==> config.mk <==
export PLATFORM = sky130hd
export DESIGN_NAME = spi_serial_channel
export DESIGN_NICKNAME = d
export VERILOG_FILES = /design/src/rtl/ssc_pkg.sv /design/src/rtl/ssc_baud_gen.sv /design/src/rtl/ssc_slave_sync.sv /design/src/rtl/ssc_shift_core.sv /design/src/rtl/spi_serial_channel.sv
export SDC_FILE = /design/constraint.sdc
export NUM_CORES = 1
export LEC_CHECK = 0
export ABC_AREA = 1
export BUFFER_PORTS_ARGS = -buffer_cell sky130_fd_sc_hd__buf_2
export CORE_MARGIN = 2
export CORE_UTILIZATION = 39
export DETAILED_ROUTE_END_ITERATION = 16
export PLACE_DENSITY = 0.55
export SETUP_SLACK_MARGIN = 0.05
export SYNTH_ARGS = -nofsm -noshare
export SYNTH_HDL_FRONTEND = slang
export SYNTH_SLANG_ARGS = --single-unit
==> constraint.sdc <==
create_clock -name clk -period 3.05 [get_ports clk]
set_input_delay 0.915 -clock clk [delete_from_list [all_inputs] [get_ports clk]]
set_output_delay 0.915 -clock clk [all_outputs]
set_load 0.05 [all_outputs]
==> src/rtl/ssc_pkg.sv <==
package ssc_pkg;
  localparam int ERR_RX = 0;
  localparam int ERR_PH = 1;
  localparam int ERR_BD = 2;
  localparam int ERR_TX = 3;
  localparam int ERR_W  = 4;
endpackage

==> src/rtl/ssc_baud_gen.sv <==
module ssc_baud_gen #(
  parameter int RW = 16
) (
  input  logic          clk,
  input  logic          rst,
  input  logic          run,
  input  logic [RW-1:0] reload,
  output logic          tick
);
  logic [RW-1:0] cnt;

  always_ff @(posedge clk) begin
    if (rst || !run) cnt <= reload;
    else if (cnt == '0) cnt <= reload;
    else cnt <= cnt - 1'b1;
  end

  assign tick = run && (cnt == '0);
endmodule

==> src/rtl/ssc_slave_sync.sv <==
module ssc_slave_sync (
  input  logic clk,
  input  logic rst,
  input  logic cpol,
  input  logic sck_in,
  input  logic ss_n_in,
  output logic sck_edge,
  output logic ss_act,
  output logic too_fast
);
  logic [2:0] sck_s;
  logic [1:0] ss_s;
  logic       edge_d;

  always_ff @(posedge clk) begin
    if (rst) begin
      sck_s  <= {3{cpol}};
      ss_s   <= 2'b11;
      edge_d <= 1'b0;
    end else begin
      sck_s  <= {sck_s[1:0], sck_in};
      ss_s   <= {ss_s[0], ss_n_in};
      edge_d <= sck_edge;
    end
  end

  assign sck_edge = sck_s[2] ^ sck_s[1];
  assign ss_act   = ~ss_s[1];
  assign too_fast = sck_edge & edge_d;
endmodule

==> src/rtl/ssc_shift_core.sv <==
module ssc_shift_core #(
  parameter int DW = 16,
  localparam int LW = $clog2(DW)
) (
  input  logic          clk,
  input  logic          rst,
  input  logic          master,
  input  logic          lsb_first,
  input  logic          cpol,
  input  logic          cpha,
  input  logic [LW-1:0] len_m1,
  input  logic          hold_vld,
  input  logic [DW-1:0] hold_word,
  input  logic          edge_m,
  input  logic          edge_s,
  input  logic          ss_act,
  input  logic          ser_in,
  output logic          active,
  output logic          take,
  output logic          tx_err,
  output logic          phase_err,
  output logic          done,
  output logic [DW-1:0] rx_word,
  output logic          sck_out,
  output logic          ser_out
);
  localparam int EW = LW + 1;

  logic [LW-1:0] nb_m1;
  logic [EW-1:0] ecnt;
  logic [LW:0]   tptr, rptr;
  logic [DW-1:0] txw, rxw, rx_nxt;
  logic          fresh, edge_c, last, sample, fin, abort, start;

  assign nb_m1 = (len_m1 == '0) ? LW'(1) : len_m1;

  function automatic logic [LW-1:0] pos(input logic [LW:0] p);
    pos = lsb_first ? p[LW-1:0] : nb_m1 - p[LW-1:0];
  endfunction

  assign edge_c = active && (master ? edge_m : edge_s);
  assign last   = (ecnt == {nb_m1, 1'b1});
  assign sample = (ecnt[0] == cpha);
  assign fin    = edge_c && last;
  assign abort  = !master && active && !ss_act;
  assign start  = !abort && (!active || fin) && (master ? hold_vld : ss_act);

  assign take      = start && hold_vld;
  assign tx_err    = !master && edge_c && (ecnt == '0) && !fresh;
  assign phase_err = abort && (ecnt != '0);

  always_comb begin
    rx_nxt = rxw;
    if (edge_c && sample) rx_nxt[pos(rptr)] = ser_in;
  end

  always_ff @(posedge clk) begin
    if (rst) begin
      active  <= 1'b0;
      ecnt    <= '0;
      tptr    <= '0;
      rptr    <= '0;
      txw     <= '0;
      rxw     <= '0;
      fresh   <= 1'b0;
      done    <= 1'b0;
      rx_word <= '0;
      sck_out <= cpol;
      ser_out <= 1'b0;
    end else begin
      done <= fin;
      if (fin) rx_word <= rx_nxt;
      if (!master || !active) sck_out <= cpol;
      else if (edge_c) sck_out <= ~sck_out;
      if (edge_c) begin
        ecnt <= ecnt + 1'b1;
        rxw  <= rx_nxt;
        if (sample) rptr <= rptr + 1'b1;
        else if (tptr <= {1'b0, nb_m1}) begin
          ser_out <= txw[pos(tptr)];
          tptr    <= tptr + 1'b1;
        end
      end
      if (fin || abort) active <= 1'b0;
      if (start) begin
        active <= 1'b1;
        ecnt   <= '0;
        rptr   <= '0;
        rxw    <= '0;
        fresh  <= hold_vld;
        txw    <= hold_vld ? hold_word : '0;
        if (cpha) tptr <= '0;
        else begin
          tptr    <= (LW+1)'(1);
          ser_out <= hold_vld ? hold_word[pos('0)] : 1'b0;
        end
      end
    end
  end
endmodule

==> src/rtl/spi_serial_channel.sv <==
module spi_serial_channel #(
  parameter int DW = 16,
  parameter int RW = 16,
  localparam int LW = $clog2(DW)
) (
  input  logic          clk,
  input  logic          rst,
  input  logic          cfg_master,
  input  logic          cfg_lsb_first,
  input  logic          cfg_cpol,
  input  logic          cfg_cpha,
  input  logic [LW-1:0] cfg_len_m1,
  input  logic [RW-1:0] cfg_reload,
  input  logic          tx_wr,
  input  logic [DW-1:0] tx_data,
  input  logic          rx_rd,
  output logic [DW-1:0] rx_data,
  output logic          rx_valid,
  input  logic          sck_in,
  input  logic          ss_n_in,
  input  logic          ser_in,
  output logic          sck_out,
  output logic          ser_out,
  output logic          irq_tx_empty,
  output logic          irq_rx_full,
  output logic          irq_err,
  output logic [3:0]    err_flags
);
  import ssc_pkg::*;

  logic          hold_vld, active, take, tx_err, phase_err, done;
  logic          tick, s_edge, ss_act, too_fast, baud_err, rx_err;
  logic [DW-1:0] hold_word, rx_word;
  logic [ERR_W-1:0] err_now;

  ssc_baud_gen #(.RW(RW)) u_baud (
    .clk(clk), .rst(rst), .run(cfg_master && active),
    .reload(cfg_reload), .tick(tick)
  );

  ssc_slave_sync u_sync (
    .clk(clk), .rst(rst), .cpol(cfg_cpol), .sck_in(sck_in),
    .ss_n_in(ss_n_in), .sck_edge(s_edge), .ss_act(ss_act), .too_fast(too_fast)
  );

  ssc_shift_core #(.DW(DW)) u_core (
    .clk(clk), .rst(rst), .master(cfg_master), .lsb_first(cfg_lsb_first),
    .cpol(cfg_cpol), .cpha(cfg_cpha), .len_m1(cfg_len_m1),
    .hold_vld(hold_vld), .hold_word(hold_word), .edge_m(tick), .edge_s(s_edge),
    .ss_act(ss_act), .ser_in(ser_in), .active(active), .take(take),
    .tx_err(tx_err), .phase_err(phase_err), .done(done), .rx_word(rx_word),
    .sck_out(sck_out), .ser_out(ser_out)
  );

  assign baud_err = !cfg_master && ss_act && too_fast;
  assign rx_err   = done && rx_valid && !rx_rd;

  always_comb begin
    err_now         = '0;
    err_now[ERR_RX] = rx_err;
    err_now[ERR_PH] = phase_err;
    err_now[ERR_BD] = baud_err;
    err_now[ERR_TX] = tx_err;
  end

  always_ff @(posedge clk) begin
    if (rst) begin
      hold_vld     <= 1'b0;
      hold_word    <= '0;
      rx_data      <= '0;
      rx_valid     <= 1'b0;
      irq_tx_empty <= 1'b0;
      irq_rx_full  <= 1'b0;
      irq_err      <= 1'b0;
      err_flags    <= '0;
    end else begin
      if (tx_wr) begin
        hold_vld  <= 1'b1;
        hold_word <= tx_data;
      end else if (take) hold_vld <= 1'b0;
      if (done) begin
        rx_data  <= rx_word;
        rx_valid <= 1'b1;
      end else if (rx_rd) rx_valid <= 1'b0;
      irq_tx_empty <= take;
      irq_rx_full  <= done;
      err_flags    <= err_now;
      irq_err      <= |err_now;
    end
  end
endmodule

* Word level (Yosys, flattened, before mapping)
Index checks and enable logic that the tools add are counted.
W data, S select, Z words.
** Storage, ports and cells
- Bits in registers :: 131
- Input port bits :: 47
- Logic and storage cells :: 122
** Cells by class
- $add $sub $neg :: 6
- $lt $le $gt $ge :: 5
- Equal/unequal tests :: 3
- Multiplexer cells :: 38
- Bitwise logic cells :: 4
- Reductions and logical operators :: 43
** Operators with widths (number)
- $mux W16 :: 4
- $mux W1 :: 21
- $mux W5 :: 4
- $logic_and A1 B1 Y1 :: 19
- $bwmux W16 :: 1
- $logic_not A16 Y1 :: 1
- $mux W4 :: 4
- $sub A16 B1 Y16 const B :: 1
- $add A5 B1 Y5 const B :: 3
- $lt A4 B5 Y1 const B :: 3
- $reduce_bool A2 Y1 :: 5
- $bmux W1 S4 :: 2
- $sub A4 B4 Y4 :: 2
- $logic_not A1 Y1 :: 6
- $eq A5 B5 Y1 :: 1
- $le A5 B4 Y1 :: 1
- $logic_not A5 Y1 :: 1
- $reduce_bool A5 Y1 :: 1
- $demux W1 S4 :: 1
- $ge A4 B1 Y1 const B :: 1
- $logic_not A4 Y1 :: 1
- $logic_or A1 B1 Y1 :: 4
- $reduce_or A4 Y1 :: 1
- $mux W3 :: 1
- other kinds (9) :: 10

* Longest topological paths before layout
Gate-level depths: netlist of the first run.
- Word-level depth :: 11
- Mapped depth :: 19

* Cells and area by module
From an unflattened synthesis of the first run, not the netlist that was laid out.
** Second synthesis, totals
- Cells, all modules :: 912
- Area total of the unflattened synthesis :: 6597.6 um^2
** Modules (own cells, without submodules)
- ssc_shift_core :: instances 1, cells an instance 536, area an instance 3843.7 um^2
- spi_serial_channel :: instances 1, cells an instance 174, area an instance 1426.4 um^2
- ssc_baud_gen :: instances 1, cells an instance 177, area an instance 1124.8 um^2
- ssc_slave_sync :: instances 1, cells an instance 25, area an instance 202.7 um^2

* Worst setup path after synthesis of the first run
OpenSTA, ideal clock, no wires.
- Path type :: input to register
- From :: input port cfg_len_m1[1]
- To :: register u_core.ser_out
- Arrival time :: 2.723 ns
- Path slack :: 0.214 ns
- Cell stages on the path :: 19
- Path buffers :: 1
- Cells stage by stage :: buf_6 inv_4 nand2_2 nand2_4 inv_4 ha_1 inv_1 ha_1 inv_1 o21ai_0 inv_1 nand3_1 nand2_1 nand2_1 nand3_1 nand3_1 nand2_1 nor2_1 nor2_1
** Between the ends
- Cells in the longest elaborated chain, start to end :: 11
- Elaborated cells on any way between the ends :: 21
- Those cells by class :: 1 x add/sub; 1 x order compare; 1 x eq/ne; 13 x mux; 5 x reduce/logical
** RTL lines
- start: declaration :: line spi_serial_channel.sv:12 : input logic [LW-1:0] cfg_len_m1,
- $logic_not A4 Y1 :: line ssc_shift_core.sv:35 : assign nb_m1 = (len_m1 == '0) ? LW'(1) : len_m1;
- $mux W4 (*) :: line ssc_shift_core.sv:35
- $sub A4 B4 Y4 :: line ssc_shift_core.sv:38 : pos = lsb_first ? p[LW-1:0] : nb_m1 - p[LW-1:0];
- $mux W4 :: line ssc_shift_core.sv:38
- $bmux W1 S4 :: line ssc_shift_core.sv:80 : ser_out <= txw[pos(tptr)];
- $mux W1 (not written as such) :: line ssc_shift_core.sv:80
- $mux W1 :: line ssc_shift_core.sv:79 : else if (tptr <= {1'b0, nb_m1}) begin
- $mux W1 :: line ssc_shift_core.sv:78 : if (sample) rptr <= rptr + 1'b1;
- $mux W1 :: line ssc_shift_core.sv:75 : if (edge_c) begin
- $mux W1 :: line ssc_shift_core.sv:92 : if (cpha) tptr <= '0;
- $mux W1 (*) :: line ssc_shift_core.sv:85 : if (start) begin
- end signal: assignment :: line ssc_shift_core.sv:80
- end signal: assignment :: line ssc_shift_core.sv:95 : ser_out <= hold_vld ? hold_word[pos('0)] : 1'b0;
- end: declaration :: line ssc_shift_core.sv:25 : output logic ser_out
Every way passes the cells marked *; elsewhere a longest branch is shown, timed or not. The select of a mux whose other input is x is not followed.
A chain may end at the register's enable or synchronous reset.

* Final worst setup path of the first run
- From :: input port cfg_len_m1[3]
- To :: register u_core.ser_out
The elaborated chain is that of the path after synthesis.

==> results of run 1 <==
==> metrics by stage <==
stage / utilization (%) / instance area [sq um] / std cells / worst slack (ns) / TNS [ns]
floorplan: - / 6150 / 845 / 0.214 / 0
global placement: 44.2 / 6770 / 1116 / -0.0264 / -0.0264
detailed placement: 44.2 / 6770 / 1116 / -0.0402 / -0.0402
CTS: 47.9 / 7330 / 1148 / 0.407 / 0
global route: 47.9 / 7330 / 1148 / 0.133 / 0
finish: 47.9 / 7330 / 1148 / 0.377 / 0
==> power by group through the flow <==
stage / registers [uW] / clock network [uW] / logic [uW]
floorplan: 1820 / 0 / 244
global placement: 1820 / 0 / 359
detailed placement: 1820 / 0 / 360
CTS: 1780 / 1990 / 361
global route: 1780 / 2080 / 412
finish: 1780 / 1950 / 359
==> critical path, cell delays in order <==
cell,delay [ns]
buf_2,0.10
nor2_1,0.18
nand2_2,0.09
nand2_4,0.08
inv_4,0.04
ha_1,0.16
inv_1,0.07
ha_1,0.12
inv_1,0.03
o21ai_0,0.48
inv_1,0.16
nand3_1,0.12
nand2_1,0.06
nand2_1,0.05
nand3_1,0.07
nand3_1,0.08
nand2_1,0.05
nor2_1,0.08
nor2_1,0.05
==> cells in the mapped netlist (2+ instances only) <==
cell type	instances
ha_1	16
nor3_1	6
nor2_4	4
nor2_1	97
o21ai_1	2
nand4_1	7
inv_1	98
dfxtp_1	129
xnor2_1	6
buf_2	7
nand2_1	186
nor3b_1	2
nand3_1	60
nand3_4	3
nand3_2	2
a21oi_2	13
o21ai_0	71
o211ai_1	2
or2_2	5
a31oi_1	2
inv_2	9
nand2_4	3
nand2_2	6
o21ai_2	10
nor2_2	5
xor2_1	9
a211oi_1	2
inv_4	2
a21oi_1	44
buf_6	5
clkinv_1	3
clkbuf_1	16
and2_1	3
==> path summary, 6_finish.rpt <==
kind               endpoint      startpoint  slack [ns]  cells after the start
max          u_core.ser_out   cfg_len_m1[3]        0.38                     19
min          u_sync.ss_s[1]  u_sync.ss_s[0]        0.41                      1
max reg2reg  u_core.ser_out  u_core.tptr[1]        0.70                     13
min reg2reg  u_sync.ss_s[1]  u_sync.ss_s[0]        0.41                      1
==> registers in the layout, indices dropped and copies added (netlist names), 2 cells and up <==
| register | count |
|---|---|
| err_flags | 4 |
| hold_word | 16 |
| rx_data | 16 |
| u_baud.cnt | 16 |
| u_core.ecnt | 5 |
| u_core.rptr | 4 |
| u_core.rx_word | 16 |
| u_core.rxw | 16 |
| u_core.tptr | 5 |
| u_core.txw | 16 |
| u_sync.sck_s | 3 |
| u_sync.ss_s | 2 |
==> area by class of cell <==
class / count / area, sq um / share of cell area [%]
clock buffers: 17 / 425 / 5.80
clock inverters: 15 / 140 / 1.91
inverters: 112 / 425 / 5.80
multi-input cells: 574 / 2950 / 40.3
flip-flops and latches: 130 / 2610 / 35.6
well taps: 211 / 264 / 3.60
repair buffers: 89 / 513 / 7.00
==> cell families after synthesis <==
| group | synth area share [%] |
|---|---|
| AO/OA/AOI/OAI | 13.9 |
| XOR/XNOR | 2.40 |
| flip-flops | 42.5 |
| AND/OR/NAND/NOR | 28.5 |
| buffers and inverters | 9.50 |
| adder cells (fa/ha/maj) | 3.26 |
==> routing by layer <==
| metal | routed length [microns] | GRT usage, % | vias up |
|---|---|---|---|
| met3 | 580 | 5.00 | 15 |
| met1 | 7700 | 26.6 | 2309 |
| met5 | 0 | 0 | - |
| li1 | - | - | 2849 |
| met2 | 5800 | 26.0 | 88 |
| met4 | 146 | 5.12 | 0 |
==> flow_metrics.env, run 1 <==
export IMPL_ys_async_sr_fraction_pct=0
export IMPL_n_fill_cell=1579
export IMPL_cts_repair_resized=0
export IMPL_area_delta_synth_final_pct=19.2
export IMPL_synth_warnings=0
export IMPL_dieArea_sq_um=16800
export IMPL_powerDensity_nw_per_um2=557
export IMPL_core_sq_um=15300
export IMPL_hold_ws_ns=0.412
export IMPL_rsz0062_at_grt="false"
export IMPL_gr_total_overflow=0
export IMPL_finalSetupViolCount=0
export IMPL_synthFlopType="dfxtp_1"
export IMPL_ios=73
export IMPL_cts_made_buffers=17
export IMPL_slew_headroom_pct=59.4
export IMPL_syn_area_sq_um=6150
export IMPL_avgSynthCellArea_sq_um=7.28
export IMPL_status="complete, no violations"
export IMPL_maxSlewViolCount=0
export IMPL_hold_class="register to register"
export IMPL_swShare_pct=27.7
export IMPL_crit_path_max_fanout=6
export IMPL_p_total_uw=4090
export IMPL_switchingPower_uw=1130
export IMPL_antenna_found_initial=0
export IMPL_wl_per_cell_microns=12.4
export IMPL_clkPwrFrac_pct=47.7
export IMPL_syn_nets=908
export IMPL_cts_tree="built"
export IMPL_period_share_pct=87.6
export IMPL_maxCapViolCount=0
export IMPL_clk_pin_slew_ns=0.07
export IMPL_final_cell_mix="nand2_1, dfxtp_1, inv_1, nor2_1, buf_2"
export IMPL_vias=5261
export IMPL_initial_core_util_pct=40.2
export IMPL_path_class="primary input to register"
export IMPL_skew_ns=0.0111
export IMPL_internal_power_uw=2950
export IMPL_grt_use_total_pct=18.1
export IMPL_comb_power_share_pct=8.8
export IMPL_wirelength_microns=14200
export IMPL_grt_pass1_vias=4880
export IMPL_clkLatencyLatePin_ns=0.42
export IMPL_finalHoldViolCount=0
export IMPL_clock_sinks=130
export IMPL_syn_instance_count=845
export IMPL_rows=45
export IMPL_synth_area_leaders="dfxtp_1, nand2_1, inv_1"
export IMPL_required_ns=3.37
export IMPL_vias_per_cell=4.58
export IMPL_hpwl_microns=10200
export IMPL_root_buffer="clkbuf_16"
export IMPL_yosysSeqAreaShare_pct=42.5
export IMPL_synth_top_area_share_pct=42.0
export IMPL_first_iter_violations=218
export IMPL_seqPwrFrac_pct=43.5
export IMPL_fin_crit_ns=2.67
export IMPL_yosysTopAreaCell="dfxtp_1"
export IMPL_synth_cell_types=43
export IMPL_firstDrtPassIters=5
export IMPL_arrival_ns=3.00
export IMPL_drive_above_1_share_pct=19.7
export IMPL_fmax_ghz=0.374
export IMPL_die_w_microns=130
export IMPL_drc=0
export IMPL_crit_path_start_kind="primary input"
export IMPL_drtAntennaViolNets=0
export IMPL_gp_congestion=0.859
export IMPL_synth_seq_cells=130
export IMPL_die_height_microns=130
export IMPL_htree_levels=4
export IMPL_cts_hold_buf=0
export IMPL_nets=987
export IMPL_cp_end_kind="register"
export IMPL_synth_edff_count=1
export IMPL_portBuffers=72
export IMPL_ir_drop_v=0.000403
export IMPL_n_antenna_cell=0
export IMPL_worst_slew_pin_slew_ns=0.603
export IMPL_cts_setup_buffers=0
export IMPL_grt_pass1_wl_microns=24000
export IMPL_p_leak_uw=0.00335
export IMPL_final_common_cell="nand2_1"
export IMPL_cts_max_path_buffers=2
export IMPL_grt_max_degree=37
No activity file was read; power rests on OpenSTA's default activity.
==> inputs of run 2 (changes only) <==
--- a/config.mk
+++ b/config.mk
@@ -10,7 +10,8 @@
 export CORE_MARGIN = 2
 export CORE_UTILIZATION = 39
 export DETAILED_ROUTE_END_ITERATION = 16
-export PLACE_DENSITY = 0.55
+export PLACE_DENSITY = 0.57
+export REMOVE_ABC_BUFFERS = 1
 export SETUP_SLACK_MARGIN = 0.05
 export SYNTH_ARGS = -nofsm -noshare
 export SYNTH_HDL_FRONTEND = slang
==> constraint.sdc (replaced) <==
create_clock -name clk -period 2.45 [get_ports clk]
set_input_delay 0.735 -clock clk [delete_from_list [all_inputs] [get_ports clk]]
set_output_delay 0.735 -clock clk [all_outputs]
set_load 0.05 [all_outputs]
==> run 2 against run 1 <==
Net effect: wire length decreased by 1.4%; critical path type unchanged; sequential power increased by 25%; total power increased by 28%; final cell count increased by 1.9%; largest power group unchanged; utilization increased by 1.2 points.
==> flow_metrics.env, run 2 (synthesized netlist as in run 1, its figures left out) <==
export IMPL_cts_repair_resized=0
export IMPL_crit_path_start_kind="primary input"
export IMPL_firstDrtPassIters=4
export IMPL_worst_path_largest_cell_delay_ns=0.16
export IMPL_area_delta_synth_final_pct=22.3
export IMPL_cpMaxStageDelayCell="ha_1"
export IMPL_core_sq_um=15300
export IMPL_placedCellCount=1138
export IMPL_worstPathCellList="buf_2 > inv_4 > nand2_2 > nand2_4 > inv_4 > ha_1 > inv_1 > ha_1 > a21oi_1 > nand2_1 > nand2_1 > o21ai_2 > buf_4 > nor2_2 > buf_4 > nand3_1 > nand2_1 > a21oi_2"
export IMPL_dieArea_sq_um=16800
export IMPL_crit_path_frequent_cell="nand2_1"
export IMPL_cts_setup_buffers=0
export IMPL_final_util_pct=49.1
export IMPL_wirelength_microns=14000
export IMPL_fmax_ghz=0.459
export IMPL_ir_drop_v=0.000478
export IMPL_powerDensity_nw_per_um2=696
export IMPL_grt_pass1_vias=5196
export IMPL_rrSetupSlack_ns=0.39
export IMPL_cp_end_kind="register"
export IMPL_skew_ns=0.0101
export IMPL_vias_per_cell=4.59
export IMPL_hold_ws_ns=0.421
export IMPL_die_height_microns=130
export IMPL_worstHoldStart="u_sync.ss_s[0]"
export IMPL_portBuffers=72
export IMPL_vias=5369
export IMPL_antenna_found_initial=0
export IMPL_rr_endpoint="u_core.txw[1]"
export IMPL_period_share_pct=88.9
export IMPL_crit_family="buffers and inverters"
export IMPL_grt_pass1_wl_microns=24400
export IMPL_gr_total_overflow=0
export IMPL_maxSlewViolCount=0
export IMPL_clk_pin_slew_ns=0.06
export IMPL_nets=1009
export IMPL_wl_per_cell_microns=12.0
export IMPL_clock_sinks=130
export IMPL_status="complete, no violations"
export IMPL_final_common_cell="nand2_1"
export IMPL_first_iter_violations=243
export IMPL_grt_use_total_pct=18.4
export IMPL_p_total_uw=5240
export IMPL_worst_slew_pin_slew_ns=0.587
export IMPL_gp_congestion=0.846
export IMPL_fin_crit_ns=2.18
export IMPL_maxCapViolCount=0
export IMPL_htree_levels=4
export IMPL_clkLatencyLatePin_ns=0.42
export IMPL_grt_max_degree=37
export IMPL_p_leak_uw=0.00345
export IMPL_rows=45
export IMPL_cts_tree="built"
export IMPL_initial_core_util_pct=40.2
export IMPL_instances_no_fill=1170
export IMPL_final_setup_tns_ns=0
export IMPL_final_cell_mix="nand2_1, dfxtp_1, inv_1, nor2_1, buf_2"
export IMPL_hpwl_microns=9940
export IMPL_drtAntennaViolNets=0
export IMPL_crit_path_max_fanout=8
export IMPL_ios=73
export IMPL_min_to="u_sync.ss_s[1]"
export IMPL_path_class="primary input to register"
export IMPL_die_w_microns=130
export IMPL_drc=0
export IMPL_root_buffer="clkbuf_16"
export IMPL_required_ns=2.75
export IMPL_rsz0062_at_grt="false"
export IMPL_r2r_cells=12
export IMPL_cts_hold_buf=0
export IMPL_cts_made_buffers=17
export IMPL_path_buf_inv=6
export IMPL_hold_class="register to register"
export IMPL_drive_above_1_share_pct=21.5
export IMPL_min_path_cells=1
export IMPL_cts_max_path_buffers=2
export IMPL_n_antenna_cell=0
export IMPL_finalHoldViolCount=0
export IMPL_slew_headroom_pct=60.6
export IMPL_finalSetupViolCount=0
export IMPL_r2r_start="u_baud.cnt[0]"
export IMPL_arrival_ns=2.48
==> run 2: changes by cell type in the layout (fill, tap and decap cells not counted), sizes merged <==
| cell | before | now |
|---|---|---|
| clkinv | 6 | 4 |
| inv | 119 | 114 |
| bufinv | 0 | 2 |
| clkbuf | 17 | 19 |
| buf | 89 | 111 |
| clkinvlp | 2 | 5 |
==> run 2: how the worst max path moves through the flow <==
stage          cells after the start                 end          start
2_1_floorplan                     16      u_core.ser_out  cfg_len_m1[3]
3_3_place_gp                      17   u_core.rx_word[3]  cfg_len_m1[0]
3_5_place_dp                      18   u_core.rx_word[3]  cfg_len_m1[1]
4_1_cts                           18  u_core.rx_word[12]  cfg_len_m1[1]
5_1_grt                           20      u_core.ser_out  cfg_len_m1[3]
6_report                          18   u_core.rx_word[8]  cfg_len_m1[1]
==> run 2: metal layers <==
layer | routed length [microns] | global-route usage [%] | vias to the layer above
li1 | - | - | 2894
met1 | 7380 | 24.9 | 2377
met2 | 5810 | 28.2 | 78
met3 | 576 | 4.71 | 20
met4 | 257 | 6.64 | 0
met5 | 0 | 0 | -
==> run 2: final cells by class <==
class,instances,area [sq um]
clock buffers,19,443
inverters,112,425
well taps,211,264
repair buffers,111,678
clock inverters,13,148
multi-input cells,574,2950
fillers,1578,7790
flip-flops and latches,130,2610
==> run 2: where the power goes <==
part           switching [uW]  internal, uW
logic                     292           182
clock network            1010          1540
registers                39.3          2180
total                    1340          3900
==> run 2: per-stage QoR <==
stage	setup WS, ns	instance area (sq um)
detailed placement	-0.157	6930
CTS	0.255	7520
global route	0.0506	7520
floorplan	-0.289	5990
global placement	-0.156	6930
finish	0.271	7520
